[src/rtl/stride_pkg.sv]
package stride_pkg;

  localparam int REG_W  = 32;
  localparam int LANE_W = 8;
  localparam int CNT_W  = 3;

  typedef enum logic [1:0] {
    SZ_BYTE = 2'd0,
    SZ_WORD = 2'd1,
    SZ_LONG = 2'd2,
    SZ_LALT = 2'd3
  } size_e;

  // number of single-byte bus cycles for a size code
  function automatic logic [CNT_W-1:0] lane_count(size_e s);
    case (s)
      SZ_BYTE: lane_count = CNT_W'(1);
      SZ_WORD: lane_count = CNT_W'(2);
      default: lane_count = CNT_W'(4);
    endcase
  endfunction

  // place the most significant byte of the selected size at the top
  function automatic logic [REG_W-1:0] msb_align(logic [REG_W-1:0] v, size_e s);
    case (s)
      SZ_BYTE: msb_align = {v[7:0], 24'h0};
      SZ_WORD: msb_align = {v[15:0], 16'h0};
      default: msb_align = v;
    endcase
  endfunction

  // combine gathered bytes with the untouched upper register bits
  function automatic logic [REG_W-1:0] merge_read(logic [REG_W-1:0] keep,
                                                  logic [REG_W-1:0] gath,
                                                  size_e s);
    case (s)
      SZ_BYTE: merge_read = {keep[31:8], gath[7:0]};
      SZ_WORD: merge_read = {keep[31:16], gath[15:0]};
      default: merge_read = gath;
    endcase
  endfunction

endpackage

[src/rtl/stride_ctrl.sv]
module stride_ctrl
  import stride_pkg::*;
(
  input  logic       clk,
  input  logic       rst_n,
  input  logic       start_i,
  input  logic       rd_i,
  input  logic [1:0] size_i,
  input  logic       ack_i,
  output logic       busy_o,
  output logic       load_o,
  output logic       step_o,
  output logic       done_o,
  output logic       rd_q_o,
  output size_e      size_q_o
);

  logic [CNT_W-1:0] cnt_q;
  logic             busy_q;
  logic             done_q;
  logic             rd_q;
  size_e            size_q;
  logic             last_w;

  assign load_o = start_i & ~busy_q;
  assign step_o = busy_q & ack_i;
  assign last_w = (cnt_q == CNT_W'(1));

  always_ff @(posedge clk or negedge rst_n) begin
    if (!rst_n) begin
      busy_q <= 1'b0;
      cnt_q  <= '0;
      done_q <= 1'b0;
      rd_q   <= 1'b0;
      size_q <= SZ_BYTE;
    end else begin
      done_q <= step_o & last_w;
      if (load_o) begin
        busy_q <= 1'b1;
        cnt_q  <= lane_count(size_e'(size_i));
        rd_q   <= rd_i;
        size_q <= size_e'(size_i);
      end else if (step_o) begin
        cnt_q <= cnt_q - CNT_W'(1);
        if (last_w) busy_q <= 1'b0;
      end
    end
  end

  assign busy_o   = busy_q;
  assign done_o   = done_q;
  assign rd_q_o   = rd_q;
  assign size_q_o = size_q;


  done_pulse_chk: assert property (@(posedge clk) disable iff (!rst_n)
    done_q |=> !done_q);


  done_after_last_chk: assert property (@(posedge clk) disable iff (!rst_n)
    (step_o && last_w) |=> (done_q && !busy_q));


  start_ignored_chk: assert property (@(posedge clk) disable iff (!rst_n)
    (busy_q && start_i && !ack_i) |=> ($stable(cnt_q) && busy_q));


  count_live_chk: assert property (@(posedge clk) disable iff (!rst_n)
    busy_q |-> (cnt_q != '0));

endmodule

[src/rtl/stride_addr.sv]
module stride_addr #(
  parameter int ADDR_W = 32,
  parameter int DISP_W = 16
) (
  input  logic              clk,
  input  logic              rst_n,
  input  logic              load_i,
  input  logic              step_i,
  input  logic              busy_i,
  input  logic [ADDR_W-1:0] base_i,
  input  logic [DISP_W-1:0] disp_i,
  output logic [ADDR_W-1:1] addr_o,
  output logic              uds_o,
  output logic              lds_o
);

  localparam int EXT_W = ADDR_W - DISP_W;

  function automatic logic [ADDR_W-1:0] first_addr(logic [ADDR_W-1:0] b,
                                                   logic [DISP_W-1:0] d);
    first_addr = b + {{EXT_W{d[DISP_W-1]}}, d};
  endfunction

  logic [ADDR_W-1:0] addr_q;

  always_ff @(posedge clk or negedge rst_n) begin
    if (!rst_n) begin
      addr_q <= '0;
    end else if (load_i) begin
      addr_q <= first_addr(base_i, disp_i);
    end else if (step_i) begin
      addr_q <= addr_q + ADDR_W'(2);
    end
  end

  assign addr_o = addr_q[ADDR_W-1:1];
  assign uds_o  = busy_i & ~addr_q[0];
  assign lds_o  = busy_i &  addr_q[0];


  addr_step_chk: assert property (@(posedge clk) disable iff (!rst_n)
    step_i |=> (addr_q == $past(addr_q) + ADDR_W'(2)));


  strobe_one_chk: assert property (@(posedge clk) disable iff (!rst_n)
    busy_i |-> $onehot({uds_o, lds_o}));


  strobe_idle_chk: assert property (@(posedge clk) disable iff (!rst_n)
    !busy_i |-> !(uds_o || lds_o));


  addr_hold_chk: assert property (@(posedge clk) disable iff (!rst_n)
    (busy_i && !step_i) |=> $stable(addr_q));

endmodule

[src/rtl/stride_lanes.sv]
module stride_lanes
  import stride_pkg::*;
(
  input  logic             clk,
  input  logic             rst_n,
  input  logic             load_i,
  input  logic             step_i,
  input  logic [1:0]       size_i,
  input  size_e            size_q_i,
  input  logic [REG_W-1:0] reg_i,
  input  logic [7:0]       rdata_i,
  output logic [7:0]       wdata_o,
  output logic [REG_W-1:0] merged_o
);

  logic [REG_W-1:0] wshift_q;
  logic [REG_W-1:0] gath_q;
  logic [REG_W-1:0] keep_q;

  always_ff @(posedge clk or negedge rst_n) begin
    if (!rst_n) begin
      wshift_q <= '0;
      gath_q   <= '0;
      keep_q   <= '0;
    end else if (load_i) begin
      wshift_q <= msb_align(reg_i, size_e'(size_i));
      gath_q   <= '0;
      keep_q   <= reg_i;
    end else if (step_i) begin
      wshift_q <= {wshift_q[REG_W-LANE_W-1:0], {LANE_W{1'b0}}};
      gath_q   <= {gath_q[REG_W-LANE_W-1:0], rdata_i};
    end
  end

  assign wdata_o  = wshift_q[REG_W-1 -: LANE_W];
  assign merged_o = merge_read(keep_q, gath_q, size_q_i);


  wdata_hold_chk: assert property (@(posedge clk) disable iff (!rst_n)
    (!load_i && !step_i) |=> $stable(wdata_o));


  gather_low_chk: assert property (@(posedge clk) disable iff (!rst_n)
    step_i |=> (gath_q[7:0] == $past(rdata_i)));

endmodule

[src/rtl/stride_xfer.sv]
module stride_xfer
  import stride_pkg::*;
#(
  parameter int ADDR_W = 32,
  parameter int DISP_W = 16
) (
  input  logic              clk,
  input  logic              rst_n,
  input  logic              start_i,
  input  logic              xfer_rd_i,
  input  logic [1:0]        size_i,
  input  logic [ADDR_W-1:0] base_i,
  input  logic [DISP_W-1:0] disp_i,
  input  logic [REG_W-1:0]  reg_i,
  output logic [REG_W-1:0]  reg_o,
  output logic              reg_we_o,
  output logic              busy_o,
  output logic              done_o,
  output logic              bus_req_o,
  output logic              bus_we_o,
  output logic [ADDR_W-1:1] bus_addr_o,
  output logic              bus_uds_o,
  output logic              bus_lds_o,
  output logic [7:0]        bus_wdata_o,
  input  logic [7:0]        bus_rdata_i,
  input  logic              bus_ack_i
);

  logic  busy_w;
  logic  load_w;
  logic  step_w;
  logic  done_w;
  logic  rd_q_w;
  size_e size_q_w;

  stride_ctrl u_ctrl (
    .clk      (clk),
    .rst_n    (rst_n),
    .start_i  (start_i),
    .rd_i     (xfer_rd_i),
    .size_i   (size_i),
    .ack_i    (bus_ack_i),
    .busy_o   (busy_w),
    .load_o   (load_w),
    .step_o   (step_w),
    .done_o   (done_w),
    .rd_q_o   (rd_q_w),
    .size_q_o (size_q_w)
  );

  stride_addr #(.ADDR_W(ADDR_W), .DISP_W(DISP_W)) u_addr (
    .clk    (clk),
    .rst_n  (rst_n),
    .load_i (load_w),
    .step_i (step_w),
    .busy_i (busy_w),
    .base_i (base_i),
    .disp_i (disp_i),
    .addr_o (bus_addr_o),
    .uds_o  (bus_uds_o),
    .lds_o  (bus_lds_o)
  );

  stride_lanes u_lanes (
    .clk      (clk),
    .rst_n    (rst_n),
    .load_i   (load_w),
    .step_i   (step_w),
    .size_i   (size_i),
    .size_q_i (size_q_w),
    .reg_i    (reg_i),
    .rdata_i  (bus_rdata_i),
    .wdata_o  (bus_wdata_o),
    .merged_o (reg_o)
  );

  assign busy_o    = busy_w;
  assign done_o    = done_w;
  assign bus_req_o = busy_w;
  assign bus_we_o  = busy_w & ~rd_q_w;
  assign reg_we_o  = done_w & rd_q_w;


  we_only_done_chk: assert property (@(posedge clk) disable iff (!rst_n)
    reg_we_o |-> (done_o && !busy_o));


  idle_quiet_chk: assert property (@(posedge clk) disable iff (!rst_n)
    !busy_o |-> !(bus_req_o || bus_we_o));

endmodule

[config.mk]
export PLATFORM = sky130hd
export DESIGN_NAME = stride_xfer
export DESIGN_NICKNAME = d
export VERILOG_FILES = /design/src/rtl/stride_pkg.sv /design/src/rtl/stride_ctrl.sv /design/src/rtl/stride_addr.sv /design/src/rtl/stride_lanes.sv /design/src/rtl/stride_xfer.sv
export SDC_FILE = /design/constraint.sdc
export NUM_CORES = 1
export LEC_CHECK = 0
export BUFFER_PORTS_ARGS = -buffer_cell sky130_fd_sc_hd__clkbuf_2
export CAP_MARGIN = 20
export CORE_ASPECT_RATIO = 0.6
export CORE_MARGIN = 3
export CORE_UTILIZATION = 60
export DETAILED_ROUTE_END_ITERATION = 10
export PLACE_DENSITY = 0.87
export SLEW_MARGIN = 20
export SYNTH_ARGS = -nofsm -noshare
export SYNTH_HDL_FRONTEND = slang
export SYNTH_SLANG_ARGS = --single-unit
[constraint.sdc]
create_clock -name clk -period 4.2 [get_ports clk]
set_input_delay 0.84 -clock clk [delete_from_list [all_inputs] [get_ports clk]]
set_output_delay 0.84 -clock clk [all_outputs]
set_load 0.01 [all_outputs]
; Word level (Yosys, flattened, before mapping)
; Cells that the tools add are included.
[totals]
register_bits = 136
word_cells = 44
inputBits = 95
out_inout_bits = 78
[classes]
muxes = 14
eq_ne = 3
reduce_logical = 5
bitwise_logic = 10
n_addsub = 3
[ops]
columns = op, n
row1 = $mux 32, 6
row2 = $pmux 32 s2, 2
row3 = $add 32x2->32 const B, 1
row4 = $add 32x32->32, 1
row5 = $and 1x1->1, 7
row6 = $mux 3, 2
row7 = $pmux 3 s2, 1
row8 = $eq 2x1->1 const B, 2
row9 = $logic_not 2->1, 2
row10 = $reduce_bool 2->1, 2
row11 = $eq 3x1->1 const B, 1
row12 = $mux 1, 3
row13 = $not 1->1, 3
row14 = $sub 3x1->3 const B, 1
row15 = $reduce_and 2->1, 1

; Longest topological paths before layout
[depth]
depth_word = 4
depth_mapped = 10
depth_no_buf = 10

; By module
; From an unflattened synthesis, not the netlist that was laid out.
[hier_totals]
cells_unflattened = 883
area_unflattened_um2 = 8490.6
[modules_own_cells]
columns = module, area_per_inst_um2, n_inst, cells_each, seq_area_each_um2
row1 = stride_lanes, 4331.7, 1, 367, 2202.1
row2 = stride_addr, 3761.1, 1, 476, 800.8
row3 = stride_ctrl, 374.1, 1, 37, 200.2
row4 = stride_xfer, 23.8, 1, 3, 0.0

; Least setup slack after synthesis
; Ideal clock, no wire load.
[synth_path]
path_type = input -> register
start = input port base_i[0]
end = register u_addr.addr_q[28]
path_slack_ns = 1.212
path_stages = 10
t_required_ns = 4.070
setup_time_ns = 0.130
arrival_time_ns = 2.858
n_path_buf = 0
path_cell_list = ha_1 fa_1 a21o_1 a221oi_4 a31oi_2 and3b_1 o41ai_2 a31oi_1 xnor2_1 o21ai_1
[synth_via]
elab_chain_cells = 2
[synth_lines]
columns = element, line
row1 = start: declaration, stride_xfer.sv:12  ; input logic [ADDR_W-1:0] base_i,
row2 = $add 32x32->32, stride_addr.sv:21  ; first_addr = b + {{EXT_W{d[DISP_W-1]}}, d};
row3 = $mux 32, stride_addr.sv:29  ; end else if (load_i) begin
row4 = end signal: assignment, stride_addr.sv:30  ; addr_q <= first_addr(base_i, disp_i);
row5 = end signal: assignment, stride_addr.sv:32  ; addr_q <= addr_q + ADDR_W'(2);
row6 = end: declaration, stride_addr.sv:24  ; logic [ADDR_W-1:0] addr_q;
; Every way passes these cells.
; A chain may end at the register's enable or synchronous reset.

; Worst setup path after layout
[layout_path]
start = register u_ctrl.size_q[1], in the netlist u_ctrl.size_q_o[1]
end = output port reg_o[15]
[layout_via]
elab_chain_cells = 2
elab_cells_between_ends = 3
classes_between = 1 x eq/ne / 1 x mux / 1 x reduce/logical
[layout_lines]
columns = element, line
row1 = start: declaration, stride_ctrl.sv:22  ; size_e size_q;
row2 = start signal: assignment, stride_ctrl.sv:42  ; size_q <= size_e'(size_i);
row3 = $eq 2x1->1 or $logic_not 2->1 (tied branches), stride_pkg.sv:36  ; case (s)
row4 = $pmux 32 s2 (*), stride_pkg.sv:36
row5 = end: declaration, stride_xfer.sv:15  ; output logic [REG_W-1:0] reg_o,
; Mark *: on every way between the ends. The rest lies on a longest branch, timed or not.

==> reports/metrics.yaml <==
ir_drop_mv: 0.359
critPathMaxStageDelay_ns: 0.69
synthCells: 887
syn-cell-area_sq_mm: 0.00805
boundaryPins: 173
yosys.area.top_type: "dfrtp_1"
finalHoldViolCount: 0
rsz0062_at_grt: "false"
grt_use_total_pct: 29.0
drtIter0Drc: 695
fp.dieH_microns: 95.7
slowest_stage: "nor2_1"
hold_class: "register to register"
grt_pass1_vias: 6393
synth_edf_count: 0
dp_slack_ns: 0.809
cts-htree-levels: 4
syn_nets: 1017
status: "finished, final reports clean"
power_leakage_nw: 4.45
rows: 32
routed_wl_mm: 22.0
tightest_slew_ns: 0.928
cts_setup_buffers: 0
io_buffer_count: 172
synth_area_leaders: "dfrtp_1 40%, nand2_1 8.3%, ha_1 5.3%, buf_4 4.6%, xnor2_1 3.6%"
crit_fanout: 18
area_growth_pct: 14.9
overflow: 0
ys.warnings.count: 0
cts_resized: 0
synthFlopType: "dfrtp_1"
initial_core_util_pct: 62.0
setup_ws_ns: 1.11
post-dp-hpwl_mm: 15.7
crit_path_end_kind: "output pin"
synthArstFlopShare_pct: 100
finalMaxSlewViolations: 0
setup_tns_ns: 0
post-route-drc-count: 0
avgRoutedWirePerCell_microns: 18.9
path_class: "register to output pin"
fin_crit_ns: 3.09
coreArea_sq_mm: 0.0130
antenna_found_initial: 0
syn_area_per_cell_sq_um: 9.07
synth_seq_area_share_pct: 39.8
cp_data_arrival_time_ns: 2.25
yosys.area.top_type_share_pct: 39.8
grt_pass1_wl_mm: 34.2
num_vias: 7154
gp_congestion: 0.945
die_area_sq_mm: 0.0149
path_cells: "buf_4 -> nor2_1 -> mux2_2 -> clkbuf_2"
grt_max_degree: 74
fillers: 993
cp_data_required_time_ns: 3.36
synth_seq_cells: 128
post-route-util_pct: 71.3
cts_root_buf: "clkbuf_16"
skew_ns: 0.0156
cts_buffer_depth: 2
power_density_mw_per_mm2: 663
clk_pin_slew_ns: 0.06
n_antenna_cell: 0
drv_cap: 0
slew_headroom_pct: 38.0
cts_tree: "built"
period_share_pct: 73.6
drt_first_pass_iters: 5
insertion_delay_ns: 0.41
start_kind: "register"
cts_hold_buf: 0
chipWidth_microns: 156
via_per_inst: 6.14
ant_nets: 0
finalSetupViolCount: 0
cts_buffers: 17
placed_cell_area_sq_mm: 0.00864
nets: 1114
final_area_sq_mm: 0.00925
synthTopCellsByCount: "177 x nand2_1, 128 x dfrtp_1, 49 x buf_4, 46 x nor2_1, 45 x a21oi_1"
synth_most_common_cell: "nand2_1"
drive_gt1_share_pct: 25.5
synth.distinct_cells: 66
cts_sinks: 128
max_clock_freq_mhz: 324
cell type report:
cell class | instances | area [sq um] | area share [%]
Sequential cell | 128 | 3200 | 34.6
Timing Repair Buffer | 181 | 943 | 10.2
Clock inverter | 14 | 180 | 1.95
Multi-Input combinational cell | 647 | 4250 | 45.9
Inverter | 9 | 33.8 | 0.365
Tap cell | 170 | 213 | 2.30
Clock buffer | 17 | 425 | 4.60
logic make-up (layout without fill, tap and decap cells):
group / after synthesis / in the layout / share of synthesized area, %
muxes: 37 / 37 / 4.98
DFF: 128 / 128 / 39.8
xor gates and xnor gates: 52 / 52 / 5.66
adders and majority gates: 35 / 35 / 5.54
buffers and inverters: 112 / 221 / 7.71
AOI/OAI and AO/OA: 222 / 222 / 20.1
and+or+nand+nor: 301 / 301 / 16.2
flip-flops by register name (all words and copies together), names as in the netlist:
| register | count |
|---|---|
| u_addr.addr_q | 32 |
| u_lanes.gath_q | 32 |
| u_lanes.wshift_q | 32 |
| u_lanes.keep_q | 24 |
| u_ctrl.cnt_q | 3 |
| u_ctrl.size_q_o | 2 |
| u_ctrl.busy_o | 1 |
| u_ctrl.done_o | 1 |
| u_ctrl.rd_q_o | 1 |
path summary, 6_finish.rpt:
kind | start | end | slack (ns) | cells past startpoint
max in group asynchronous | rst_n | u_addr.addr_q[26] | 2.84 | 2
setup / recovery | u_ctrl.size_q_o[1] | reg_o[15] | 1.11 | 4
hold / removal | u_lanes.keep_q[24] | u_lanes.keep_q[24] | 0.47 | 2
setup reg to reg | u_addr.addr_q[1] | u_addr.addr_q[23] | 1.73 | 9
min in group asynchronous | rst_n | u_lanes.gath_q[30] | 0.50 | 1
hold reg to reg | u_lanes.keep_q[24] | u_lanes.keep_q[24] | 0.47 | 2
layer usage:
metal,share of wire [%],global-route usage (%),wire length [microns]
met5,0,0,0
met3,11,7.28,2330
met2,41,39.7,9130
met4,0.43,4.66,94
met1,48,46.6,10500
placed cells by master (no fill, tap or decap), types with 6 or more instances in the layout:
cell	netlist	layout
dfrtp_1	128	128
a211oi_1	7	7
ha_1	34	34
nand4_1	10	10
a31oi_1	27	27
clkbuf_16	0	17
a21oi_1	45	45
a22o_1	32	32
nand3_1	24	24
a32o_1	8	8
nor3_1	7	7
nor2_1	46	45
o21ai_0	34	34
xnor2_1	33	33
o21bai_1	6	6
a221oi_1	11	11
mux2i_1	13	13
and3_1	7	7
xor2_1	19	19
buf_4	49	9
clkbuf_2	2	171
nand2_1	177	177
and2_1	7	6
a21o_1	12	12
inv_1	9	9
mux2_2	24	24
critical path: cells and delay by family, from the launching register on:
family / cells / cell delay [ns]
and+or+nand+nor: 1 / 0.69
muxes: 1 / 0.44
DFF: 1 / 0.37
buffers and inverters: 2 / 0.35
stage by stage:
stage | hold WS [ns] | instances | power (mW)
3_5_place_dp | 0.459 | 1135 | 4.58
3_3_place_gp | 0.453 | 1135 | 4.49
2_1_floorplan | 0.440 | 887 | 3.92
5_1_grt | 0.489 | 1166 | 6.51
6_report | 0.473 | 1166 | 6.13
4_1_cts | 0.475 | 1166 | 6.12
power by group:
part / internal (mW) / switching (mW)
registers: 1.75 / 0.466
clock network: 0.942 / 0.587
logic: 1.03 / 1.35
No activity file was read; power rests on OpenSTA's default activity.
